$ cat src/rtl/jit_pkg.sv
`timescale 1ns/1ps
package jit_pkg;
  localparam int IR_W   = 4;
  localparam int ADDR_W = 12;
  localparam int DATA_W = 32;
  localparam int ST_W   = 2;
  localparam int OP_W   = 2;
  localparam int MODE_W = 4;
  localparam int SD_W   = DATA_W + ST_W;
  localparam int NREG   = 9;
  localparam int LEN_W  = $clog2(SD_W + 1);

  typedef enum logic [3:0] {
    TLR, RTI, SEL_DR, CAP_DR, SH_DR, EX1_DR, PA_DR, EX2_DR, UPD_DR,
    SEL_IR, CAP_IR, SH_IR, EX1_IR, PA_IR, EX2_IR, UPD_IR
  } tap_e;

  localparam logic [ST_W-1:0] ST_IDLE = 2'b00;
  localparam logic [ST_W-1:0] ST_BUSY = 2'b01;
  localparam logic [ST_W-1:0] ST_DONE = 2'b10;
  localparam logic [ST_W-1:0] ST_ERR  = 2'b11;

  localparam logic [IR_W-1:0] IR_ADDR = 4'd5;
  localparam logic [IR_W-1:0] IR_OPC  = 4'd6;
  localparam logic [IR_W-1:0] IR_SD   = 4'd7;
  localparam logic [IR_W-1:0] IR_MODE = 4'd8;
  localparam logic [IR_W-1:0] IR_BYP  = '1;
  localparam logic [IR_W-1:0] IR_CAP  = 4'b0001;

  localparam logic [OP_W-1:0] OP_WR = 2'd0;
  localparam logic [OP_W-1:0] OP_RD = 2'd1;

  localparam logic [ADDR_W-1:0] A_PORTCTL = 12'h200;
  localparam logic [ADDR_W-1:0] A_SYSRST  = 12'h341;
  localparam logic [ADDR_W-1:0] A_ERRCNT  = 12'h300;
  localparam logic [ADDR_W-1:0] A_BUFFREE = 12'h310;
  localparam logic [ADDR_W-1:0] A_CFG0    = 12'h1E0;
  localparam int NCFG = 5;

  typedef struct packed {
    logic       hit;
    logic       fast;
    logic [3:0] idx;
    logic [5:0] width;
  } rdec_t;

  function automatic rdec_t reg_decode(input logic [ADDR_W-1:0] a);
    rdec_t d;
    d = '0;
    case (a)
      A_PORTCTL: d = '{1'b1, 1'b1, 4'd0, 6'd18};
      A_SYSRST:  d = '{1'b1, 1'b1, 4'd1, 6'd8};
      A_ERRCNT:  d = '{1'b1, 1'b1, 4'd2, 6'd16};
      A_BUFFREE: d = '{1'b1, 1'b1, 4'd3, 6'd16};
      default:
        if (a >= A_CFG0 && a < A_CFG0 + ADDR_W'(NCFG))
          d = '{1'b1, 1'b0, 4'(a - A_CFG0) + 4'd4, 6'd32};
    endcase
    return d;
  endfunction

  function automatic logic [DATA_W-1:0] width_mask(input logic [5:0] w);
    logic [DATA_W-1:0] m;
    for (int i = 0; i < DATA_W; i++) m[i] = (i < int'(w));
    return m;
  endfunction
endpackage

$ cat src/rtl/jit_tap_fsm.sv
`timescale 1ns/1ps
module jit_tap_fsm
  import jit_pkg::*;
(
  input  logic tck_i,
  input  logic rst_ni,
  input  logic tms_i,
  output tap_e state_o
);
  tap_e st_q, st_d;

  always_comb begin
    case (st_q)
      TLR:     st_d = tms_i ? TLR    : RTI;
      RTI:     st_d = tms_i ? SEL_DR : RTI;
      SEL_DR:  st_d = tms_i ? SEL_IR : CAP_DR;
      CAP_DR:  st_d = tms_i ? EX1_DR : SH_DR;
      SH_DR:   st_d = tms_i ? EX1_DR : SH_DR;
      EX1_DR:  st_d = tms_i ? UPD_DR : PA_DR;
      PA_DR:   st_d = tms_i ? EX2_DR : PA_DR;
      EX2_DR:  st_d = tms_i ? UPD_DR : SH_DR;
      UPD_DR:  st_d = tms_i ? SEL_DR : RTI;
      SEL_IR:  st_d = tms_i ? TLR    : CAP_IR;
      CAP_IR:  st_d = tms_i ? EX1_IR : SH_IR;
      SH_IR:   st_d = tms_i ? EX1_IR : SH_IR;
      EX1_IR:  st_d = tms_i ? UPD_IR : PA_IR;
      PA_IR:   st_d = tms_i ? EX2_IR : PA_IR;
      EX2_IR:  st_d = tms_i ? UPD_IR : SH_IR;
      UPD_IR:  st_d = tms_i ? SEL_DR : RTI;
      default: st_d = TLR;
    endcase
  end

  always_ff @(posedge tck_i or negedge rst_ni)
    if (!rst_ni) st_q <= TLR;
    else         st_q <= st_d;

  assign state_o = st_q;
endmodule

$ cat src/rtl/jit_regfile.sv
`timescale 1ns/1ps
module jit_regfile
  import jit_pkg::*;
(
  input  logic              clk_i,
  input  logic              rst_ni,
  input  logic [ADDR_W-1:0] addr_i,
  input  logic              we_i,
  input  logic [DATA_W-1:0] wdata_i,
  output logic              hit_o,
  output logic              fast_o,
  output logic [DATA_W-1:0] rdata_o
);
  rdec_t dec;
  logic [DATA_W-1:0] mem_q [NREG];

  assign dec     = reg_decode(addr_i);
  assign hit_o   = dec.hit;
  assign fast_o  = dec.fast;
  assign rdata_o = dec.hit ? mem_q[dec.idx] : '0;

  always_ff @(posedge clk_i or negedge rst_ni)
    if (!rst_ni) begin
      for (int i = 0; i < NREG; i++) mem_q[i] <= '0;
    end else if (we_i && dec.hit) begin
      mem_q[dec.idx] <= wdata_i & width_mask(dec.width);
    end
endmodule

$ cat src/rtl/jit_op_engine.sv
`timescale 1ns/1ps
module jit_op_engine
  import jit_pkg::*;
#(
  parameter int LAT = 16
) (
  input  logic              clk_i,
  input  logic              rst_ni,
  input  logic              launch_i,
  input  logic [OP_W-1:0]   op_i,
  input  logic [ADDR_W-1:0] addr_i,
  input  logic              in_rti_i,
  input  logic              sd_load_i,
  input  logic [DATA_W-1:0] sd_wdata_i,
  output logic [ST_W-1:0]   status_o,
  output logic [DATA_W-1:0] data_o,
  output logic [ADDR_W-1:0] rf_addr_o,
  output logic              rf_we_o,
  output logic [DATA_W-1:0] rf_wdata_o,
  input  logic              rf_hit_i,
  input  logic              rf_fast_i,
  input  logic [DATA_W-1:0] rf_rdata_i
);
  localparam int CNT_W = $clog2(LAT + 1);

  logic [ST_W-1:0]   st_q;
  logic [CNT_W-1:0]  cnt_q;
  logic              pend_rd_q;
  logic [ADDR_W-1:0] pend_addr_q;
  logic [DATA_W-1:0] pend_data_q, data_q;
  logic busy, accept, op_ok, finish;

  assign busy   = (st_q == ST_BUSY);
  assign accept = launch_i && !busy;
  assign op_ok  = (op_i == OP_WR) || (op_i == OP_RD);
  assign finish = busy && in_rti_i && (cnt_q == '0);

  assign rf_addr_o  = busy ? pend_addr_q : addr_i;
  assign rf_wdata_o = busy ? pend_data_q : data_q;
  assign rf_we_o    = (accept && op_ok && rf_hit_i && rf_fast_i && op_i == OP_WR)
                   || (finish && !pend_rd_q);

  always_ff @(posedge clk_i or negedge rst_ni)
    if (!rst_ni) begin
      st_q        <= ST_IDLE;
      cnt_q       <= '0;
      pend_rd_q   <= 1'b0;
      pend_addr_q <= '0;
      pend_data_q <= '0;
      data_q      <= '0;
    end else if (accept) begin
      if (!op_ok || !rf_hit_i) begin
        st_q <= ST_ERR;
      end else if (rf_fast_i) begin
        st_q <= ST_IDLE;
        if (op_i == OP_RD) data_q <= rf_rdata_i;
      end else begin
        st_q        <= ST_BUSY;
        cnt_q       <= CNT_W'(LAT - 1);
        pend_rd_q   <= (op_i == OP_RD);
        pend_addr_q <= addr_i;
        pend_data_q <= data_q;
      end
    end else if (finish) begin
      st_q <= ST_DONE;
      if (pend_rd_q) data_q <= rf_rdata_i;
    end else if (busy && in_rti_i) begin
      cnt_q <= cnt_q - 1'b1;
    end else if (sd_load_i && !busy) begin
      data_q <= sd_wdata_i;
    end

  assign status_o = st_q;
  assign data_o   = data_q;
endmodule

$ cat src/rtl/jit_target.sv
`timescale 1ns/1ps
module jit_target
  import jit_pkg::*;
#(
  parameter int LAT = 16
) (
  input  logic tck_i,
  input  logic rst_ni,
  input  logic tms_i,
  input  logic tdi_i,
  output logic tdo_o
);
  tap_e              tap_state;
  logic [IR_W-1:0]   ir_sr, ir_q;
  logic [SD_W-1:0]   dr_sr, dr_cap, dr_shift;
  logic [LEN_W-1:0]  dr_len;
  logic [ADDR_W-1:0] addr_q, rf_addr;
  logic [MODE_W-1:0] mode_q;
  logic [ST_W-1:0]   status;
  logic [DATA_W-1:0] data, rf_wdata, rf_rdata;
  logic rf_we, rf_hit, rf_fast, launch, sd_load;

  jit_tap_fsm u_tap (
    .tck_i  (tck_i),
    .rst_ni (rst_ni),
    .tms_i  (tms_i),
    .state_o(tap_state)
  );

  always_comb begin
    case (ir_q)
      IR_ADDR: begin dr_len = LEN_W'(ADDR_W); dr_cap = SD_W'(addr_q); end
      IR_OPC:  begin dr_len = LEN_W'(OP_W);   dr_cap = '0; end
      IR_SD:   begin dr_len = LEN_W'(SD_W);   dr_cap = {data, status}; end
      IR_MODE: begin dr_len = LEN_W'(MODE_W); dr_cap = SD_W'(mode_q); end
      default: begin dr_len = LEN_W'(1);      dr_cap = '0; end
    endcase
  end

  // serial input enters at the top of the selected register's length
  always_comb begin
    dr_shift = dr_sr >> 1;
    for (int i = 0; i < SD_W; i++)
      if (i == int'(dr_len) - 1) dr_shift[i] = tdi_i;
  end

  always_ff @(posedge tck_i or negedge rst_ni)
    if (!rst_ni) begin
      ir_sr  <= '0;
      ir_q   <= IR_BYP;
      dr_sr  <= '0;
      addr_q <= '0;
      mode_q <= '0;
    end else begin
      case (tap_state)
        TLR:    ir_q  <= IR_BYP;
        CAP_IR: ir_sr <= IR_CAP;
        SH_IR:  ir_sr <= {tdi_i, ir_sr[IR_W-1:1]};
        UPD_IR: ir_q  <= ir_sr;
        CAP_DR: dr_sr <= dr_cap;
        SH_DR:  dr_sr <= dr_shift;
        UPD_DR: begin
          if (ir_q == IR_ADDR)      addr_q <= dr_sr[ADDR_W-1:0];
          else if (ir_q == IR_MODE) mode_q <= dr_sr[MODE_W-1:0];
        end
        default: ;
      endcase
    end

  assign launch  = (tap_state == UPD_DR) && (ir_q == IR_OPC);
  assign sd_load = (tap_state == UPD_DR) && (ir_q == IR_SD);

  jit_op_engine #(.LAT(LAT)) u_eng (
    .clk_i     (tck_i),
    .rst_ni    (rst_ni),
    .launch_i  (launch),
    .op_i      (dr_sr[OP_W-1:0]),
    .addr_i    (addr_q),
    .in_rti_i  (tap_state == RTI),
    .sd_load_i (sd_load),
    .sd_wdata_i(dr_sr[SD_W-1:ST_W]),
    .status_o  (status),
    .data_o    (data),
    .rf_addr_o (rf_addr),
    .rf_we_o   (rf_we),
    .rf_wdata_o(rf_wdata),
    .rf_hit_i  (rf_hit),
    .rf_fast_i (rf_fast),
    .rf_rdata_i(rf_rdata)
  );

  jit_regfile u_rf (
    .clk_i  (tck_i),
    .rst_ni (rst_ni),
    .addr_i (rf_addr),
    .we_i   (rf_we),
    .wdata_i(rf_wdata),
    .hit_o  (rf_hit),
    .fast_o (rf_fast),
    .rdata_o(rf_rdata)
  );

  always_comb begin
    case (tap_state)
      SH_IR:   tdo_o = ir_sr[0];
      SH_DR:   tdo_o = dr_sr[0];
      default: tdo_o = 1'b0;
    endcase
  end
endmodule

$ cat config.mk
export PLATFORM = sky130hd
export DESIGN_NAME = jit_target
export DESIGN_NICKNAME = d
export VERILOG_FILES = /design/src/rtl/jit_pkg.sv /design/src/rtl/jit_tap_fsm.sv /design/src/rtl/jit_regfile.sv /design/src/rtl/jit_op_engine.sv /design/src/rtl/jit_target.sv
export SDC_FILE = /design/constraint.sdc
export NUM_CORES = 1
export LEC_CHECK = 0
export BUFFER_PORTS_ARGS = -buffer_cell sky130_fd_sc_hd__buf_2
export CAP_MARGIN = 10
export CORE_MARGIN = 2
export CORE_UTILIZATION = 45
export CTS_BUF_LIST = sky130_fd_sc_hd__clkbuf_2 sky130_fd_sc_hd__clkbuf_4 sky130_fd_sc_hd__clkbuf_8
export DETAILED_ROUTE_END_ITERATION = 7
export PLACE_DENSITY = 0.65
export SLEW_MARGIN = 25
export SYNTH_ARGS = -nofsm -noshare
export SYNTH_HDL_FRONTEND = slang
export SYNTH_SLANG_ARGS = --single-unit
$ cat constraint.sdc
create_clock -name tck_i -period 5.3 [get_ports tck_i]
set_clock_uncertainty 0.2 [all_clocks]
set_input_delay 0.265 -clock tck_i [delete_from_list [all_inputs] [get_ports tck_i]]
set_output_delay 0.265 -clock tck_i [all_outputs]
set_load 0.01 [all_outputs]
### Yosys cells after proc, flatten, opt, wreduce, memory -nomap -nowiden

Index checks and enable logic that the tools add are counted.

* output and inout bits: 1
* bits in registers: 434
* RAM bits: 0
* input port bits: 4
* latch bits: 0
* logic and storage cells: 251
* ROM bits: 0
* memories: 0

* muxes and demuxes: 81
* $mul: 0
* div/mod/pow operators: 0
* shifts and indexed selects: 0
* reductions and logical operators: 39
* bitwise logic cells: 5
* add/subtract/negate cells: 4
* equality and inequality tests: 65
* order comparisons: 36

Operator list (count)
* 32-bit two-way mux: 13
* 288-bit bitwise mux: 1
* 32-bit binary-select mux with 4-bit select: 1
* 32-bit demux with 4-bit select: 1
* 6-bit by 7-bit equality test with 1-bit output, first input constant: 16
* 34-bit one-hot mux with 3 select lines: 1
* 5-bit by 6-bit less-than comparator with 1-bit output, first input constant: 16
* 34-bit one-hot mux with 2 select lines: 1
* 5-bit by 7-bit equality test with 1-bit output, first input constant: 8
* 12-bit by 10-bit equality test with 1-bit output, second input constant: 4
* 4-bit by 6-bit less-than comparator with 1-bit output, first input constant: 8
* 12-bit one-hot mux with 4 select lines: 1
* 4-bit one-hot mux with 12 select lines: 1
* 1-bit two-way mux: 38
* 4-bit equality test, second input constant: 9
* 32-bit AND: 1
* 32-bit logical NOT: 1
* 4-bit by 3-bit equality test with 1-bit output, second input constant: 7
* 4-bit by 7-bit equality test with 1-bit output, first input constant: 4
* 5-bit two-way mux: 5
* 3-bit by 6-bit less-than comparator with 1-bit output, first input constant: 4
* 12-bit two-way mux: 2
* 6-bit one-hot mux with 4 select lines: 1
* 4-bit two-way mux: 4
* 39 further kinds: 82

### Logic depth before layout (Yosys ltp)

Gate-level depths: netlist (run 1).

* word-level depth: 15
* depth in mapped cells: 17
* mapped depth without buffers: 11

### Modules after synthesis

A second synthesis (run 1) with hierarchy kept.

* cells, all modules: 2056
* area total of the unflattened synthesis: 20489.7 sq um

By module, submodules not included
* jit_regfile: sequential area each 7206.9 sq um, cells an instance 1362, area each 12896.1 sq um, instances 1
* jit_op_engine: sequential area each 2102.0 sq um, cells an instance 385, area each 4449.3 sq um, instances 1
* jit_target: sequential area each 1456.4 sq um, cells an instance 272, area each 2830.2 sq um, instances 1
* jit_tap_fsm: sequential area each 100.1 sq um, cells an instance 37, area each 314.1 sq um, instances 1

### Worst setup path before layout (run 1)

No wires, ideal clock.

* path type: flip-flop to flip-flop
* start point: register u_eng.st_q[0] (netlist: u_eng.status_o[0])
* end point: register u_rf.mem_q[65] (netlist bit)
* stages on the path, launching flop included: 17
* period minus slack after synthesis: 3998 ps
* required time: 4972 ps
* buffers on the path: 6
* library setup time: 128 ps
* arrival: 3670 ps
* setup slack: 1302 ps
* cell sequence: dfrtp_1 -> nor2b_1 -> buf_2 -> buf_1 -> clkbuf_1 -> mux2i_1 -> ha_1 -> o311a_1 -> a211o_1 -> buf_6 -> a2bb2oi_1 -> buf_4 -> nor2_8 -> nor2_1 -> nand3_1 -> buf_2 -> mux2_1

* cells in the longest elaborated chain, start to end: 12
* elaborated cells between the ends (all ways): 34
* classes of those cells: 2 x add/sub; 5 x order compare; 5 x eq/ne; 7 x mux; 2 x bitwise; 13 x reduce/logical

RTL lines
* from (decl): line jit_op_engine.sv:26 `logic [ST_W-1:0] st_q;`
* from (signal assigned): line jit_op_engine.sv:45 `st_q <= ST_IDLE;`
* from (signal assigned): line jit_op_engine.sv:53 `st_q <= ST_ERR;`
* from (signal assigned): line jit_op_engine.sv:55 `st_q <= ST_IDLE;`
* 2-bit by 1-bit equality test with 1-bit output *: line jit_op_engine.sv:33 `assign busy = (st_q == ST_BUSY);`
* 12-bit two-way mux: line jit_op_engine.sv:38 `assign rf_addr_o = busy ? pend_addr_q : addr_i;`
* 4-bit by 1-bit subtractor with 4-bit output (tied with other cells): line jit_pkg.sv:57 `d = '{1'b1, 1'b0, 4'(a - A_CFG0) + 4'd4, 6'd32};`
* 4-bit by 3-bit adder with 4-bit output / 1-bit logical AND (equally long branches): line jit_pkg.sv:57, jit_pkg.sv:56
* 12-bit two-way mux: line jit_pkg.sv:56 `if (a >= A_CFG0 && a < A_CFG0 + ADDR_W'(NCFG))`
* 12-bit one-hot mux with 4 select lines: line jit_pkg.sv:50 `case (a)`
* 4-bit NOT with 5-bit output (not written as such): line jit_regfile.sv:26 `mem_q[dec.idx] <= wdata_i & width_mask(dec.width);`
* 5-bit >= comparator (not written as such) / 5-bit by 1-bit less-than comparator with 1-bit output (equally long branches): line jit_regfile.sv:26
* 1-bit logical AND (not written as such): line jit_regfile.sv:26
* 32-bit two-way mux (not written as such): line jit_regfile.sv:26
* 32-bit demux with 4-bit select: line jit_regfile.sv:26
* 288-bit bitwise mux: line jit_regfile.sv:26
* to (signal, indexed assignment): line jit_regfile.sv:26
* to (decl): line jit_regfile.sv:15 `logic [DATA_W-1:0] mem_q [NREG];`

Mark *: on every way between the ends. The rest lies on a longest branch, timed or not.
A chain may end at the register's enable or synchronous reset.

### Worst setup path after layout (run 1)

* start point: register u_eng.st_q[0] (netlist: u_eng.status_o[0])
* end point: register u_rf.mem_q[25] (netlist bit)

Same word-level chain as after synthesis.

==> results of run 1 <==
-- cells by family after synthesis --
kind of cell	after synthesis	share of synthesized area, %
AOI/OAI and AO/OA	328	11.3
xor gates and xnor gates	1	0.0428
adders and majority gates	3	0.184
buffers and inverters	151	3.40
DFF	434	53.1
muxes	438	24.1
and+or+nand+nor	331	7.82
-- worst max-delay path, delay by kind of cell (launching register included) --
kind,cells,cell delay (ns)
flops,1,0.43
simple gates,2,0.97
buf+inv,2,0.78
mux,2,0.68
fa+ha+maj,1,0.20
compound gates,4,1.24
-- power by group through the flow --
| stage | clock, mW | sequential (mW) | combinational (mW) |
|---|---|---|---|
| floorplan | 0 | 3.56 | 0.393 |
| global placement | 0 | 3.67 | 0.502 |
| detailed placement | 0 | 3.68 | 0.513 |
| CTS | 3.16 | 3.62 | 0.518 |
| global route | 3.32 | 3.65 | 0.580 |
| finish | 3.08 | 3.63 | 0.520 |
-- sequential cells by signal, summed over array words and instances (netlist names) --
name               count
dr_sr                 34
u_rf.mem_q           288
u_eng.pend_rd_q        1
mode_q                 4
u_eng.status_o         2
u_eng.cnt_q            5
u_eng.pend_addr_q     12
ir_sr                  4
u_tap.state_o          4
u_eng.data_o          32
ir_q                   4
addr_q                12
u_eng.pend_data_q     32
-- per-layer routing --
metal  part of all wire (%)  vias to the layer above
li1                       -                     6251
met1                     45                     7326
met2                     46                      502
met3                    6.3                      100
met4                    2.9                        0
met5                      0                        -
-- area by class of cell --
class	instances	area, um^2	share of cell area [%]
clock buffer	117	1470	6.43
clock inverter	11	63.8	0.280
inverter	29	109	0.478
multi-input combinational	1101	8990	39.5
sequential	434	10900	47.7
tap	600	751	3.29
timing repair buffer	65	546	2.39
-- per-stage QoR --
step / setup WS [ns] / hold slack [ns] / utilization (%)
floorplan: 1.30 / -0.231 / -
global placement: 0.840 / 0.178 / 47.1
detailed placement: 0.719 / 0.175 / 47.1
CTS: 0.711 / 0.0810 / 50.6
global route: 0.438 / 0.130 / 50.6
finish: 0.654 / 0.0397 / 50.6
-- synth_stat cells (5+ instances only) --
cell type / count
sky130_fd_sc_hd__a211oi_1: 10
sky130_fd_sc_hd__o21ai_0: 46
sky130_fd_sc_hd__nand2_1: 160
sky130_fd_sc_hd__a31oi_1: 10
sky130_fd_sc_hd__a221o_1: 6
sky130_fd_sc_hd__nor3_1: 6
sky130_fd_sc_hd__o22ai_1: 8
sky130_fd_sc_hd__and2_1: 6
sky130_fd_sc_hd__nand4_1: 5
sky130_fd_sc_hd__a222oi_1: 24
sky130_fd_sc_hd__a32o_1: 21
sky130_fd_sc_hd__mux2_2: 70
sky130_fd_sc_hd__mux2i_1: 90
sky130_fd_sc_hd__nand3_1: 51
sky130_fd_sc_hd__nand2b_1: 5
sky130_fd_sc_hd__buf_1: 5
sky130_fd_sc_hd__buf_4: 8
sky130_fd_sc_hd__dfrtp_1: 430
sky130_fd_sc_hd__and3_1: 25
sky130_fd_sc_hd__nor2b_1: 12
sky130_fd_sc_hd__a22oi_1: 34
sky130_fd_sc_hd__or3_1: 5
sky130_fd_sc_hd__o31ai_1: 22
sky130_fd_sc_hd__inv_1: 29
sky130_fd_sc_hd__buf_6: 6
sky130_fd_sc_hd__mux2_4: 20
sky130_fd_sc_hd__a221oi_1: 19
sky130_fd_sc_hd__or2_2: 5
sky130_fd_sc_hd__clkbuf_1: 68
sky130_fd_sc_hd__o221ai_1: 5
sky130_fd_sc_hd__buf_2: 34
sky130_fd_sc_hd__a21oi_1: 79
sky130_fd_sc_hd__mux2_1: 255
sky130_fd_sc_hd__o211ai_1: 6
sky130_fd_sc_hd__nor2_1: 32
sky130_fd_sc_hd__o21ai_1: 8
-- how the worst min path moves through the flow --
stage / depth (start not counted) / end / slack (ns) / from
floorplan: 0 / addr_q[0]$_DFFE_PN0P_ / -0.23 / rst_ni
global placement: 1 / u_tap.state_o[0]$_DFF_PN0_ / 0.18 / rst_ni
detailed placement: 1 / u_tap.state_o[0]$_DFF_PN0_ / 0.17 / rst_ni
CTS: 2 / u_tap.state_o[1]$_DFF_PN0_ / 0.08 / rst_ni
global route: 2 / u_tap.state_o[3]$_DFF_PN0_ / 0.13 / rst_ni
finish: 2 / u_tap.state_o[3]$_DFF_PN0_ / 0.04 / rst_ni
==> reports/results.tsv, run 1 <==
metric	value	unit
synth.largest_area_cell	sky130_fd_sc_hd__dfrtp_1	
period_needed	4.65	ns
critical_path.cell_chain	nor2b_4 -> buf_4 -> mux2i_1 -> ha_1 -> o311a_1 -> a211o_1 -> o2bb2ai_2 -> a2111oi_4 -> or3b_2 -> buf_12 -> mux2_1	
critical_path_arrival	4.94	ns
syn-cell-area	0.0204	mm^2
grt_overflow	0	
clockBufferDepth	3	
synthesized_netlist_net_count	1693	
sink_count	434	
async_reset_ff_share	100	%
hold_viol_final	0	
share_of_the_synthesized_area_in_the_top_cell_type	52.6	%
synth-seq-cells	434	
post_cts_hold_buffer_count	3	
power.switching_fraction	25.8	%
crit_path_top_delay_cell	sky130_fd_sc_hd__or3b_2	
met2_usage	37.1	%
global_route.peak_usage_layer	met2	
timing.rr.start	u_eng.status_o[0]$_DFFE_PN0P_	
fin_crit_sh	87.7	%
worstSkewPairLatency	0.63	ns
endpoint	u_rf.mem_q[25]$_DFFE_PN0P_	
relSlewSlack	36.1	%
setup.worst_path.start	u_eng.status_o[0]$_DFFE_PN0P_	
dpl.hpwl	32.9	mm
grt_util_all_layers	23.4	%
tightestPinTransition	0.958	ns
drv_slew	0	
grt_antenna_before_repair	0	
timing.max_cap.violations	0	
synth-edff-count	0	
synthesis.area_per_instance	12.1	um^2
reg2reg_setup_slack	0.65	ns
fp-row-count	78	
ant_nets	0	
flow.area_growth_from_synthesis	11.5	%
layout-drive-gt1-share	17.9	%
finalPower	7.23	mW
power-per-cell-area	317	mW/mm^2
wire_length_per_cell_after_detailed_routing	22.6	um
max_freq	215	MHz
height_of_the_chip	217	um
route.detailed.drc	0	
drt_pass1_iterations	8	
floorplan.die_area	0.0472	mm^2
placement.io_buffers	4	
p_clk_share	42.7	%
cts_setup_buffers	0	
startpoint_type	register	
commonest_cells_after_routing_fill_and_taps_aside	430 x sky130_fd_sc_hd__dfrtp_1, 255 x sky130_fd_sc_hd__mux2_1, 160 x sky130_fd_sc_hd__nand2_1, 94 x sky130_fd_sc_hd__clkbuf_8, 90 x sky130_fd_sc_hd__mux2i_1	
synth-warning-count	0	
gp_routability_congestion	0.890	
vdd.ir_drop.worst	189	uV
intPower	5.36	mW
status	finished clean	
most_frequent_standard_cell_in_the_layout_excluding_fill_and_tap_cells	sky130_fd_sc_hd__dfrtp_1	
power.switching	1.87	mW
placed_area	0.0212	mm^2
grt_pass1_vias	14800	
timing.setup.tns	0	ns
hp-class	in2async	
fp.coreArea	0.0451	mm^2
synth_sequential_area_ratio	53.1	%
antenna_cells	0	
grt_first_pass_wirelength	86.0	mm
starting_utilization_of_the_core_area	45.3	%
inst_count_dp	2226	
static-leakage-power	10.8	nW
synthTopCellsByArea	sky130_fd_sc_hd__dfrtp_1 53%, sky130_fd_sc_hd__mux2_1 14%, sky130_fd_sc_hd__mux2i_1 4.4%	
finish.net_count	1711	
ios	5	
max_stage_delay	0.78	ns
reg2reg_depth	11	
num_vias	14200	
initialDrtViolationCount	1473	
rsz0062_at_grt	false	
worst-setup-path-type	reg2reg	
h-tree-depth	3	
post_cts_resized	0	
post_drt_via_cell_ratio	6.02	
finalWirelength	53.4	mm
critPathRequiredTime	5.60	ns
setup_viol	0	
clk_root_buffer_cell	sky130_fd_sc_hd__clkbuf_8	
globalRouteMet3Util	3.98	%
seq_power_share	50.1	%
final_cell_area	0.0228	mm^2
final.fill_count	3930	
die_width	217	um
numCtsBuffers	73	
fin_cells	2357	
setup.worst_path.end_class	register	
power_frac_comb	7.2	%
reg2reg_to	u_rf.mem_q[25]$_DFFE_PN0P_	
postSynth.topFlopCell	sky130_fd_sc_hd__dfrtp_1	
grt_max_degree	103	
cp_max_fo	46	
cts.clk_slew.worst_paths	0.06	ns
tritoncts	yes	
postSynthCellCount	1686	
groute.layer.met1.usage	32.3	%
synth.lib_cells_used.distinct	77	
Power figures use the tool's default switching activity.
==> run 2, diff against run 1 <==
Settings changed: CORE_MARGIN 2 to 3.
==> run 2 against run 1 <==
Against the previous run:
- sequential cell count stayed put
- die area increased by 1.9%
- first-iteration DRC count down 4.0%
- routed wire length barely moved
- via count is essentially flat
- fmax fell by 4.3%
- global-route usage fell by 0.84 points
- critical path depth did not move
- final area rose by 0.25%
- combinational power decreased by 1%
- worst setup slack got worse by 0.21 ns
==> reports/results.tsv, run 2 (synthesis gave the netlist of run 1 again) <==
metric	value	unit
count_of_buffer_and_inverter_cells_on_the_critical_path	2	
cts.clk_slew.worst_paths	0.06	ns
worst-setup-path-type	reg2reg	
antenna_cells	0	
cpLargestDelayFamily	simple AND/OR/NAND/NOR gates	
grt_first_pass_wirelength	84.6	mm
worstSkewPairLatency	0.64	ns
num_vias	14200	
tritoncts	yes	
crit_path_top_delay_cell	sky130_fd_sc_hd__or3b_2	
route.detailed.drc	0	
grt_antenna_before_repair	0	
final_cell_area	0.0228	mm^2
rsz0062_at_grt	false	
placed_area	0.0212	mm^2
numCtsBuffers	74	
initialDrtViolationCount	1414	
post_drt_via_cell_ratio	6.04	
max_stage_delay	0.89	ns
startpoint_type	register	
die_width	219	um
timing.rr.start	u_eng.status_o[0]$_DFFE_PN0P_	
h-tree-depth	3	
power.switching_fraction	26.0	%
layout-drive-gt1-share	18.0	%
period_needed	4.85	ns
sink_count	434	
ant_nets	0	
floorplan.die_area	0.0480	mm^2
fin_crit_sh	91.6	%
static-leakage-power	10.9	nW
max_freq	206	MHz
setup_viol	0	
critical_path.cell_chain	nor2b_4 -> mux2i_1 -> inv_1 -> ha_1 -> o311a_1 -> a211oi_1 -> nand2_1 -> a2111oi_4 -> or3b_2 -> buf_4 -> mux2_1	
largest_reg_flops	288	
grt_util_all_layers	22.6	%
timing.max_cap.violations	0	
height_of_the_chip	219	um
hold_viol_final	0	
hp-class	in2async	
power.switching	1.91	mW
finish.net_count	1708	
registers.top_by_ff_count	u_rf.mem_q	
setup.worst_path.start	u_eng.status_o[0]$_DFFE_PN0P_	
reg2reg_setup_slack	0.45	ns
dpl.hpwl	33.2	mm
grt_max_degree	146	
cts_setup_buffers	0	
flow.area_growth_from_synthesis	11.8	%
drt_pass1_iterations	8	
placement.io_buffers	4	
clockBufferDepth	3	
power-per-cell-area	321	mW/mm^2
setup.worst_path.end_class	register	
fp.coreArea	0.0445	mm^2
clk_root_buffer_cell	sky130_fd_sc_hd__clkbuf_8	
drv_slew	0	
starting_utilization_of_the_core_area	45.9	%
grt_overflow	0	
timing.setup.tns	0	ns
ios	5	
vdd.ir_drop.worst	224	uV
seq_power_share	49.3	%
cp_max_fo	25	
reg2reg_to	u_rf.mem_q[28]$_DFFE_PN0P_	
p_clk_share	43.7	%
relSlewSlack	26.9	%
reg2reg_depth	11	
gp_routability_congestion	0.857	
final_core_util	51.3	%
reg.largest.list	u_rf.mem_q: 288 flops, dr_sr: 34 flops	
most_frequent_standard_cell_in_the_layout_excluding_fill_and_tap_cells	sky130_fd_sc_hd__dfrtp_1	
critical_path_arrival	5.14	ns
finalWirelength	53.3	mm
commonest_cells_after_routing_fill_and_taps_aside	430 x sky130_fd_sc_hd__dfrtp_1, 255 x sky130_fd_sc_hd__mux2_1, 160 x sky130_fd_sc_hd__nand2_1, 95 x sky130_fd_sc_hd__clkbuf_8, 90 x sky130_fd_sc_hd__mux2i_1	
tightestPinTransition	1.09	ns
final.fill_count	3867	
critPathRequiredTime	5.59	ns
intPower	5.44	mW
grt_pass1_vias	14600	
fp-row-count	77	
power_frac_comb	7.0	%
wire_length_per_cell_after_detailed_routing	22.7	um
post_cts_resized	0	
status	finished clean	
==> run 2: layout make-up <==
cell class | instances | area, um^2 | area share, %
Tap cell | 592 | 741 | 3.24
Multi-Input combinational cell | 1101 | 8990 | 39.4
Clock buffer | 117 | 1470 | 6.45
Inverter | 29 | 109 | 0.476
Clock inverter | 16 | 126 | 0.553
Timing Repair Buffer | 61 | 541 | 2.37
Sequential cell | 434 | 10900 | 47.6
==> run 2: metal layers <==
metal | vias to the layer above | track usage (%) | wire, um
li1 | 6249 | - | -
met1 | 7270 | 31.0 | 23500
met2 | 543 | 34.1 | 23800
met3 | 124 | 5.64 | 4220
met4 | 0 | 9.79 | 1800
met5 | - | 0 | 0
==> run 2: timing repair <==
action	4_1_cts	5_1_grt
hold buffers	3	0
endpoints found under the hold margin	101	0
setup endpoints to repair	0	0
==> run 2: stage by stage <==
stage / worst slack (ns) / instances / hold WS, ns / total power, mW
floorplan: 1.30 / 1686 / -0.231 / 3.95
global placement: 0.666 / 2214 / 0.133 / 4.16
detailed placement: 0.566 / 2214 / 0.136 / 4.18
CTS: 0.532 / 2350 / 0.0541 / 7.41
global route: 0.171 / 2350 / 0.104 / 7.65
finish: 0.446 / 2350 / 0.0395 / 7.34
==> run 2: power groups by stage <==
stage	clock, mW	sequential [mW]	combinational (mW)
after floorplan	0	3.56	0.393
after global placement	0	3.67	0.493
after detailed placement	0	3.67	0.504
after CTS	3.28	3.62	0.513
after global routing	3.43	3.64	0.575
final	3.21	3.62	0.513
==> run 2: worst max-delay path by stage <==
stage,cells after the start,end,slack [ns]
2_1_floorplan,16,u_rf.mem_q[65]$_DFFE_PN0P_,1.30
6_report,11,u_rf.mem_q[28]$_DFFE_PN0P_,0.45
3_5_place_dp,11,u_rf.mem_q[25]$_DFFE_PN0P_,0.57
5_1_grt,11,u_rf.mem_q[25]$_DFFE_PN0P_,0.17
4_1_cts,11,u_rf.mem_q[28]$_DFFE_PN0P_,0.53
3_3_place_gp,11,u_rf.mem_q[25]$_DFFE_PN0P_,0.67
